[src/rtl/rst_cause_pkg.sv]
package rst_cause_pkg;

    localparam int NUM_SRC = 5;

    // Bit index of each reset source; software decodes these positions.
    typedef enum int {
        SRC_POR  = 0,
        SRC_EXT  = 1,
        SRC_BOR  = 2,
        SRC_WDT  = 3,
        SRC_JTAG = 4
    } src_idx_e;

    typedef logic [NUM_SRC-1:0] src_vec_t;

endpackage

[src/rtl/rst_cause_flag.sv]
// One sticky flag: set has priority over every clear source.
module rst_cause_flag #(
    parameter bit CLR_ON_POR = 1'b1
) (
    input  logic clk,
    input  logic set_i,
    input  logic por_i,
    input  logic sw_clr_i,
    output logic flag_o
);

    logic flag_q;
    logic flag_d;
    logic hw_clr;

    always_comb begin
        hw_clr = CLR_ON_POR && por_i;
        if (set_i) begin
            flag_d = 1'b1;
        end else if (hw_clr || sw_clr_i) begin
            flag_d = 1'b0;
        end else begin
            flag_d = flag_q;
        end
    end

    always_ff @(posedge clk) begin
        flag_q <= flag_d;
    end

    assign flag_o = flag_q;

endmodule

[src/rtl/rst_cause_bus.sv]
// Address decode, per-bit clear mask and zero-extended read mux.
module rst_cause_bus
    import rst_cause_pkg::*;
#(
    parameter int              ADDR_W   = 8,
    parameter int              DATA_W   = 8,
    parameter logic [ADDR_W-1:0] REG_ADDR = 8'h24
) (
    input  logic [ADDR_W-1:0] bus_addr,
    input  logic              bus_wr,
    input  logic [DATA_W-1:0] bus_wdata,
    input  src_vec_t          flags_i,
    output src_vec_t          sw_clr_o,
    output logic [DATA_W-1:0] bus_rdata
);

    localparam int PAD_W = DATA_W - NUM_SRC;

    logic sel;
    logic wr_hit;

    assign sel    = (bus_addr == REG_ADDR);
    assign wr_hit = sel && bus_wr;

    // Only the flag bits of the write data matter; upper bits are dropped.
    assign sw_clr_o = wr_hit ? ~bus_wdata[NUM_SRC-1:0] : '0;

    generate
        if (PAD_W > 0) begin : g_pad
            assign bus_rdata = sel ? {{PAD_W{1'b0}}, flags_i} : '0;
        end else begin : g_nopad
            assign bus_rdata = sel ? flags_i[DATA_W-1:0] : '0;
        end
    endgenerate

endmodule

[src/rtl/rst_cause_reg.sv]
module rst_cause_reg
    import rst_cause_pkg::*;
#(
    parameter int                ADDR_W   = 8,
    parameter int                DATA_W   = 8,
    parameter logic [ADDR_W-1:0] REG_ADDR = 8'h24
) (
    input  logic              clk,
    input  logic              por_evt,
    input  logic              ext_evt,
    input  logic              bor_evt,
    input  logic              wdt_evt,
    input  logic              jtag_evt,
    input  logic [ADDR_W-1:0] bus_addr,
    input  logic              bus_wr,
    input  logic [DATA_W-1:0] bus_wdata,
    output logic [DATA_W-1:0] bus_rdata
);

    src_vec_t evt_vec;
    src_vec_t sw_clr;
    src_vec_t flag_q;

    always_comb begin
        evt_vec           = '0;
        evt_vec[SRC_POR]  = por_evt;
        evt_vec[SRC_EXT]  = ext_evt;
        evt_vec[SRC_BOR]  = bor_evt;
        evt_vec[SRC_WDT]  = wdt_evt;
        evt_vec[SRC_JTAG] = jtag_evt;
    end

    generate
        for (genvar i = 0; i < NUM_SRC; i++) begin : g_flag
            // The power-on flag survives a power-on event; the rest do not.
            rst_cause_flag #(
                .CLR_ON_POR(i != SRC_POR)
            ) u_flag (
                .clk     (clk),
                .set_i   (evt_vec[i]),
                .por_i   (por_evt),
                .sw_clr_i(sw_clr[i]),
                .flag_o  (flag_q[i])
            );
        end
    endgenerate

    rst_cause_bus #(
        .ADDR_W  (ADDR_W),
        .DATA_W  (DATA_W),
        .REG_ADDR(REG_ADDR)
    ) u_bus (
        .bus_addr (bus_addr),
        .bus_wr   (bus_wr),
        .bus_wdata(bus_wdata),
        .flags_i  (flag_q),
        .sw_clr_o (sw_clr),
        .bus_rdata(bus_rdata)
    );

endmodule

[config.mk]
export PLATFORM = sky130hd
export DESIGN_NAME = rst_cause_reg
export DESIGN_NICKNAME = d
export VERILOG_FILES = /design/src/rtl/rst_cause_pkg.sv /design/src/rtl/rst_cause_flag.sv /design/src/rtl/rst_cause_bus.sv /design/src/rtl/rst_cause_reg.sv
export SDC_FILE = /design/constraint.sdc
export NUM_CORES = 1
export LEC_CHECK = 0
export CAP_MARGIN = 20
export CORE_AREA = 4 4 41 43
export DETAILED_ROUTE_END_ITERATION = 7
export DIE_AREA = 0 0 45 47
export DONT_BUFFER_PORTS = 1
export GPL_TIMING_DRIVEN = 0
export REMOVE_ABC_BUFFERS = 1
export SLEW_MARGIN = 20
export SYNTH_ARGS = -nofsm -noshare
export SYNTH_HDL_FRONTEND = slang
export SYNTH_HIERARCHICAL = 1
export SYNTH_SLANG_ARGS = --single-unit
export TNS_END_PERCENT = 20
[constraint.sdc]
create_clock -name clk -period 2.9 [get_ports clk]
set_clock_uncertainty 0.1 [all_clocks]
set_input_delay 0.435 -clock clk [delete_from_list [all_inputs] [get_ports clk]]
set_output_delay 0.435 -clock clk [all_outputs]
set_load 0.02 [all_outputs]
Word level (Yosys, flattened, before mapping)
Cells that the tools add are included.
Widths: inputs -> output; s select.
{"block": "classes", "n_eq_ne": 1, "mux": 2, "n_bitwise": 1, "reduce_logical": 5}
{"cell": "$mux 5", "n": 2}
{"cell": "$eq 8x6->1 const B", "n": 1}
{"cell": "$not 5->5", "n": 1}
{"cell": "$logic_or 1x1->1", "n": 4}
{"cell": "$logic_and 1x1->1", "n": 1}
{"block": "word_totals", "register_bits": 5, "inputBits": 23, "elab_cells": 14}

Depth between registers and ports, before layout
Gate-level depths: netlist of the first run.
{"block": "depth", "depth_word": 4, "mapped_depth": 5, "depth_no_buf": 4}

Modules after synthesis
The synthesis of the first run kept the hierarchy.
{"mod": "rst_cause_bus", "instances": 1, "cells_each": 23, "area_each_um2": 190.2}
{"mod": "rst_cause_flag", "instances": 5, "cells_each": 3, "area_each_um2": 31.3}

Worst setup path after synthesis of the first run
OpenSTA, ideal clock, no wires.
{"block": "synth_path", "kind": "input -> output", "startpoint": "input bus_addr[7]", "endpoint": "output bus_rdata[0]", "arrival_ns": 1.622, "setup_slack_ns": 0.743, "stages": 3, "cell_sequence": "or4b_1 > buf_6 > nor3_1"}
{"block": "synth_between", "elab_chain_len": 2}
{"element": "start: declaration", "line": "rst_cause_reg.sv:14", "text": "input logic [ADDR_W-1:0] bus_addr,"}
{"element": "$eq 8x6->1", "line": "rst_cause_bus.sv:22", "text": "assign sel = (bus_addr == REG_ADDR);"}
{"element": "$mux 5", "line": "rst_cause_bus.sv:30", "text": "assign bus_rdata = sel ? {{PAD_W{1'b0}}, flags_i} : '0;"}
{"element": "end: declaration", "line": "rst_cause_reg.sv:17", "text": "output logic [DATA_W-1:0] bus_rdata"}
Every way passes these cells.

Worst setup path after layout of the first run
{"block": "layout_path", "startpoint": "input bus_addr[7]", "endpoint": "output bus_rdata[4]"}
The elaborated chain is that of the path after synthesis.

==> results.sh, run 1 <==
export IMPL_cap_violations=0
export IMPL_area_growth_pct=3.97
export IMPL_drv_slew=0
export IMPL_place_hpwl_um=569
export IMPL_grt_ovfl_total=0
export IMPL_via_per_inst=5.13
export IMPL_synth_area_leaders="dfxtp_1, nor4b_2, a21o_1"
export IMPL_dr_pass1_iters=4
export IMPL_worstPathRequired_ns=2.37
export IMPL_grt_use_met3_pct=8.43
export IMPL_largest_reg_flops=5
export IMPL_vias=277
export IMPL_slowest_delay_ns=0.76
export IMPL_endpoint_kind="output port"
export IMPL_total_power_mw=0.169
export IMPL_critPathMaxFanout=10
export IMPL_synth_compound_area_share_pct=10.8
export IMPL_worstMarginPinSlew_ns=0.659
export IMPL_grt_util_all_layers_pct=7.44
export IMPL_ir_drop_uv=193
export IMPL_startpoint_type="input port"
export IMPL_grt_max_degree=11
export IMPL_rsz0062_at_grt="false"
export IMPL_synth_adder_area_share_pct=0
export IMPL_timing_setup_tns_ns=0
export IMPL_cts_hold_buffers=0
export IMPL_status="complete, no violations"
export IMPL_critical_path_top_delay_family="simple AND/OR/NAND/NOR gates"
export IMPL_synthSimpleGateAreaFrac_pct=41.5
export IMPL_synth_top_family_by_area="simple AND/OR/NAND/NOR gates"
export IMPL_setup_slack_ns=0.522
export IMPL_total_leakage_power_nw=0.160
export IMPL_h_tree_depth=1
export IMPL_die_x_um=45
export IMPL_syn_inst=38
export IMPL_clk_latency_ns=0.24
export IMPL_crit_slowest_cell="or4b_1"
export IMPL_grt_pass1_vias=267
export IMPL_gr_usage_met1_pct=7.53
export IMPL_postCtsResizedCells=0
export IMPL_gp_congestion=0.615
export IMPL_antenna_found_initial=0
export IMPL_path_class="in2out"
export IMPL_gr_usage_met2_pct=10.2
export IMPL_setup_violations_final=0
export IMPL_cts_buffers=3
export IMPL_synth_area_sq_um=347
export IMPL_drtIter0Drc=1
export IMPL_fp_row_count=13
export IMPL_min_period_ns=2.38
export IMPL_dieHeight_um=47
export IMPL_clk_path_buf_depth=2
export IMPL_grt_most_used_layer="met2"
export IMPL_nNetsFinal=63
export IMPL_grt_pass1_wl_mm=1.00
export IMPL_numPortBuffers=0
export IMPL_cp_arrival_ns=1.84
export IMPL_power_density_nw_per_um2=470
export IMPL_timing_fmax_mhz=420
export IMPL_yosys_area_top_type_share_pct=28.9
export IMPL_post_cts_setup_buffers=0
export IMPL_synth_avg_cell_area_sq_um=9.12
export IMPL_drt_wl_total_um=710
export IMPL_synth_seq_cells=5
export IMPL_yosysSeqAreaShare_pct=28.9
export IMPL_num_antenna_cells=0
export IMPL_timing_hold_violations_final=0
export IMPL_boundaryPins=31
export IMPL_cts_sinks=5
export IMPL_coreArea_sq_um=1300
export IMPL_netlist_top_cell_by_area="dfxtp_1"
export IMPL_hp_class="in2reg"
export IMPL_synth_mux_area_share_pct=0
export IMPL_synth_xor_area_share_pct=0
export IMPL_clock_root_buffer="clkbuf_4"
export IMPL_period_share_pct=82.0
export IMPL_crit_buf_inv=0
export IMPL_die_area_sq_um=2120
export IMPL_wl_per_cell_um=13.1
export IMPL_drc=0
export IMPL_yosys_warnings=6
export IMPL_place_ws_ns=0.502
export IMPL_synth_cell_types=12
export IMPL_cts_tree="yes"
export IMPL_worstPathCellList="or4b_1 > nor3_1"
export IMPL_drtAntennaViolNets=0
export IMPL_layout_drive_gt1_share_pct=20.5
export IMPL_start_util_pct=26.6
export IMPL_cts_clk_slew_worst_paths_ns=0.04
export IMPL_slew_headroom_pct=55.7
==> area by class of cell <==
cell class	count	area (sq um)
tap	15	18.8
sequential	5	100
multi-input combinational	24	193
inverter	6	22.5
fill	154	941
clock buffer	4	26.3
==> final timing paths <==
path | slack [ns] | cells after the start | endpoint | startpoint
worst max-delay path | 0.52 | 2 | bus_rdata[4] | bus_addr[7]
worst max register to register | 2.25 | 1 | g_flag[4].u_flag/flag_o | g_flag[4].u_flag/flag_o
worst min register to register | 0.34 | 1 | g_flag[3].u_flag/flag_o | g_flag[3].u_flag/flag_o
worst min-delay path | 0.18 | 1 | g_flag[3].u_flag/flag_o | wdt_evt
==> per-stage QoR <==
step / cells / hold WS (ns) / instance area (sq um) / utilization [%]
global placement: 50 / 0.333 / 334 / 25.7
finish: 54 / 0.179 / 360 / 27.7
floorplan: 35 / 0.326 / 315 / -
CTS: 54 / 0.170 / 360 / 27.7
global route: 54 / 0.158 / 360 / 27.7
detailed placement: 50 / 0.339 / 334 / 25.7
==> cells in the final DEF (no fill, tap or decap) <==
cell,instances
conb_1,3
a21o_1,5
or4b_1,2
dfxtp_1,5
nor3_1,5
nor4b_2,4
nor2_1,4
clkbuf_4,3
clkbuf_1,1
inv_1,6
nor4b_4,1
==> kinds of logic (layout without fill, tap and decap cells) <==
logic type / count (synthesis) / after routing
buffers and inverters: 11 / 10
and+or+nand+nor: 16 / 16
other: 1 / 3
DFF: 5 / 5
AOI/OAI and AO/OA: 5 / 5
==> layer usage <==
metal | vias up | routed length [um] | share of wire, %
met5 | - | 0 | 0
met2 | 28 | 289 | 41
met1 | 123 | 268 | 38
met4 | 0 | 0 | 0
li1 | 126 | - | -
met3 | 0 | 152 | 21
==> Yosys cell counts <==
cell / number
or4b_1: 2
nor3_1: 5
buf_6: 1
nor2_1: 4
buf_4: 3
nor4b_2: 4
buf_2: 1
nor4b_4: 1
conb_1: 1
dfxtp_1: 5
inv_1: 6
a21o_1: 5
==> where the power goes <==
part	total (mW)	internal, mW	switching, mW
clock network	0.0794	0.0520	0.0275
registers	0.0748	0.0731	0.00176
logic	0.0149	0.00607	0.00888
Note: power is estimated with default switching activity, not from simulation.
==> run 2, diff against run 1 <==
==> constraint.sdc (replaced) <==
create_clock -name clk -period 2 [get_ports clk]
set_clock_uncertainty 0.1 [all_clocks]
set_input_delay 0.3 -clock clk [delete_from_list [all_inputs] [get_ports clk]]
set_output_delay 0.3 -clock clk [all_outputs]
set_load 0.02 [all_outputs]
==> run 2 against run 1 <==
  * The run now ends with negative setup slack left
  * Die area did not move
  * Final cell count did not move
  * Count of clock-buffer cells in the layout unchanged
  * Core utilization is 0.38 points higher
  * Register-to-register slack worse by 0.90 ns
  * Global-route usage is the same
  * Wire length decreased by 0.56%
  * Cell area rose by 1.4%
  * Clock power up 46%
  * Critical path type unchanged
  * Highest routed layer unchanged
==> results.sh, run 2 (same netlist as run 1, synthesis figures left out) <==
export IMPL_period_share_pct=106
export IMPL_crit_buf_inv=0
export IMPL_register_area_sq_um=100
export IMPL_critPathMaxFanout=10
export IMPL_total_power_mw=0.246
export IMPL_grt_util_all_layers_pct=7.44
export IMPL_critical_path_top_delay_family="simple AND/OR/NAND/NOR gates"
export IMPL_power_density_nw_per_um2=674
export IMPL_setup_violations_final=4
export IMPL_endpoint_kind="output port"
export IMPL_holdPathEnd="g_flag[3].u_flag/flag_o"
export IMPL_start_util_pct=26.6
export IMPL_violations="negative setup slack"
export IMPL_ir_drop_uv=281
export IMPL_area_growth_pct=5.42
export IMPL_largest_reg_flops=5
export IMPL_grt_max_degree=11
export IMPL_worstPathCellList="or4b_1 > nor3_1"
export IMPL_drv_slew=0
export IMPL_cts_tree="yes"
export IMPL_status="finished, violations left"
export IMPL_hold_slack_ns=0.0437
export IMPL_dieHeight_um=47
export IMPL_drc=0
export IMPL_cp_arrival_ns=1.71
export IMPL_num_antenna_cells=0
export IMPL_r2r_end="g_flag[4].u_flag/flag_o"
export IMPL_clk_latency_ns=0.24
export IMPL_worstMarginPinSlew_ns=0.659
export IMPL_cts_buffers=3
export IMPL_layout_drive_gt1_share_pct=23.1
export IMPL_clk_path_buf_depth=2
export IMPL_gp_congestion=0.615
export IMPL_fp_row_count=13
export IMPL_rsz0062_at_grt="true"
export IMPL_via_per_inst=4.98
export IMPL_rr_startpoint="g_flag[4].u_flag/flag_o"
export IMPL_startpoint_type="input port"
export IMPL_layout_commonest_cell="inv_1"
export IMPL_hp_class="in2reg"
export IMPL_cts_clk_slew_worst_paths_ns=0.04
export IMPL_wl_per_cell_um=13.1
export IMPL_place_ws_ns=-0.128
export IMPL_grt_ovfl_total=0
export IMPL_nNetsFinal=63
export IMPL_drtIter0Drc=0
export IMPL_vias=269
export IMPL_boundaryPins=31
export IMPL_grt_pass1_wl_mm=1.00
export IMPL_fin_cells=54
export IMPL_die_area_sq_um=2120
export IMPL_clock_root_buffer="clkbuf_4"
export IMPL_cap_violations=0
export IMPL_timing_fmax_mhz=474
export IMPL_slowest_delay_ns=0.76
export IMPL_setup_slack_ns=-0.111
export IMPL_drt_wl_total_um=706
export IMPL_drtAntennaViolNets=0
export IMPL_numPortBuffers=0
export IMPL_min_period_ns=2.11
export IMPL_coreArea_sq_um=1300
export IMPL_min_from="wdt_evt"
export IMPL_total_leakage_power_nw=0.160
export IMPL_slew_headroom_pct=55.8
export IMPL_die_x_um=45
export IMPL_r2r_setup_slack_ns=1.35
export IMPL_antenna_found_initial=0
export IMPL_cts_sinks=5
export IMPL_worstPathRequired_ns=1.60
export IMPL_final_cell_mix="inv_1, a21o_1, dfxtp_1"
export IMPL_place_hpwl_um=569
export IMPL_crit_slowest_cell="or4b_1"
export IMPL_h_tree_depth=1
export IMPL_dp_cells=50
export IMPL_timing_hold_violations_final=0
export IMPL_grt_pass1_vias=267
export IMPL_worstHoldPathCells=1
export IMPL_path_class="in2out"
export IMPL_fill_cells=154
export IMPL_dr_pass1_iters=1
export IMPL_reg2reg_depth=1
export IMPL_multiInputGateArea_sq_um=198
==> run 2: worst max path at each step <==
stage,from,to,cells past startpoint
global placement,bus_addr[7],bus_rdata[4],2
detailed placement,bus_addr[7],bus_rdata[3],2
floorplan,bus_addr[7],bus_rdata[0],2
finish,bus_addr[7],bus_rdata[4],2
global route,bus_addr[7],bus_rdata[4],2
CTS,bus_addr[7],bus_rdata[3],2
==> run 2: per-layer routing <==
metal / global-route usage, % / routed length, um
met1: 7.53 / 272
met2: 10.2 / 281
met4: 1.75 / 0
met5: 0 / 0
met3: 8.43 / 152
==> run 2: what timing repair did <==
action / CTS / global route
pin swaps: 0 / 0
setup buffers: 0 / 0
setup endpoints to repair: 5 / 5
gates cloned: 0 / 0
hold buffers: 0 / 0
resized for setup: 0 / 1
==> run 2: area by class of cell <==
type | instances | area share, %
Clock buffer | 4 | 7.19
Inverter | 6 | 6.16
Sequential cell | 5 | 27.4
Multi-Input combinational cell | 24 | 54.1
Tap cell | 15 | 5.14
==> run 2: power breakdown <==
group,leakage (nW),total [mW],switching [mW],internal (mW)
logic,0.103,0.0220,0.0132,0.00882
clock network,0.0150,0.116,0.0402,0.0754
registers,0.0417,0.109,0.00258,0.106
==> run 2: through the flow <==
stage	TNS [ns]	utilization, %	cell area, sq um
finish	-0.378	28.1	365
detailed placement	-0.512	25.7	334
CTS	-0.519	27.7	360
global route	-0.558	28.1	365
floorplan	0	-	315
global placement	-0.484	25.7	334
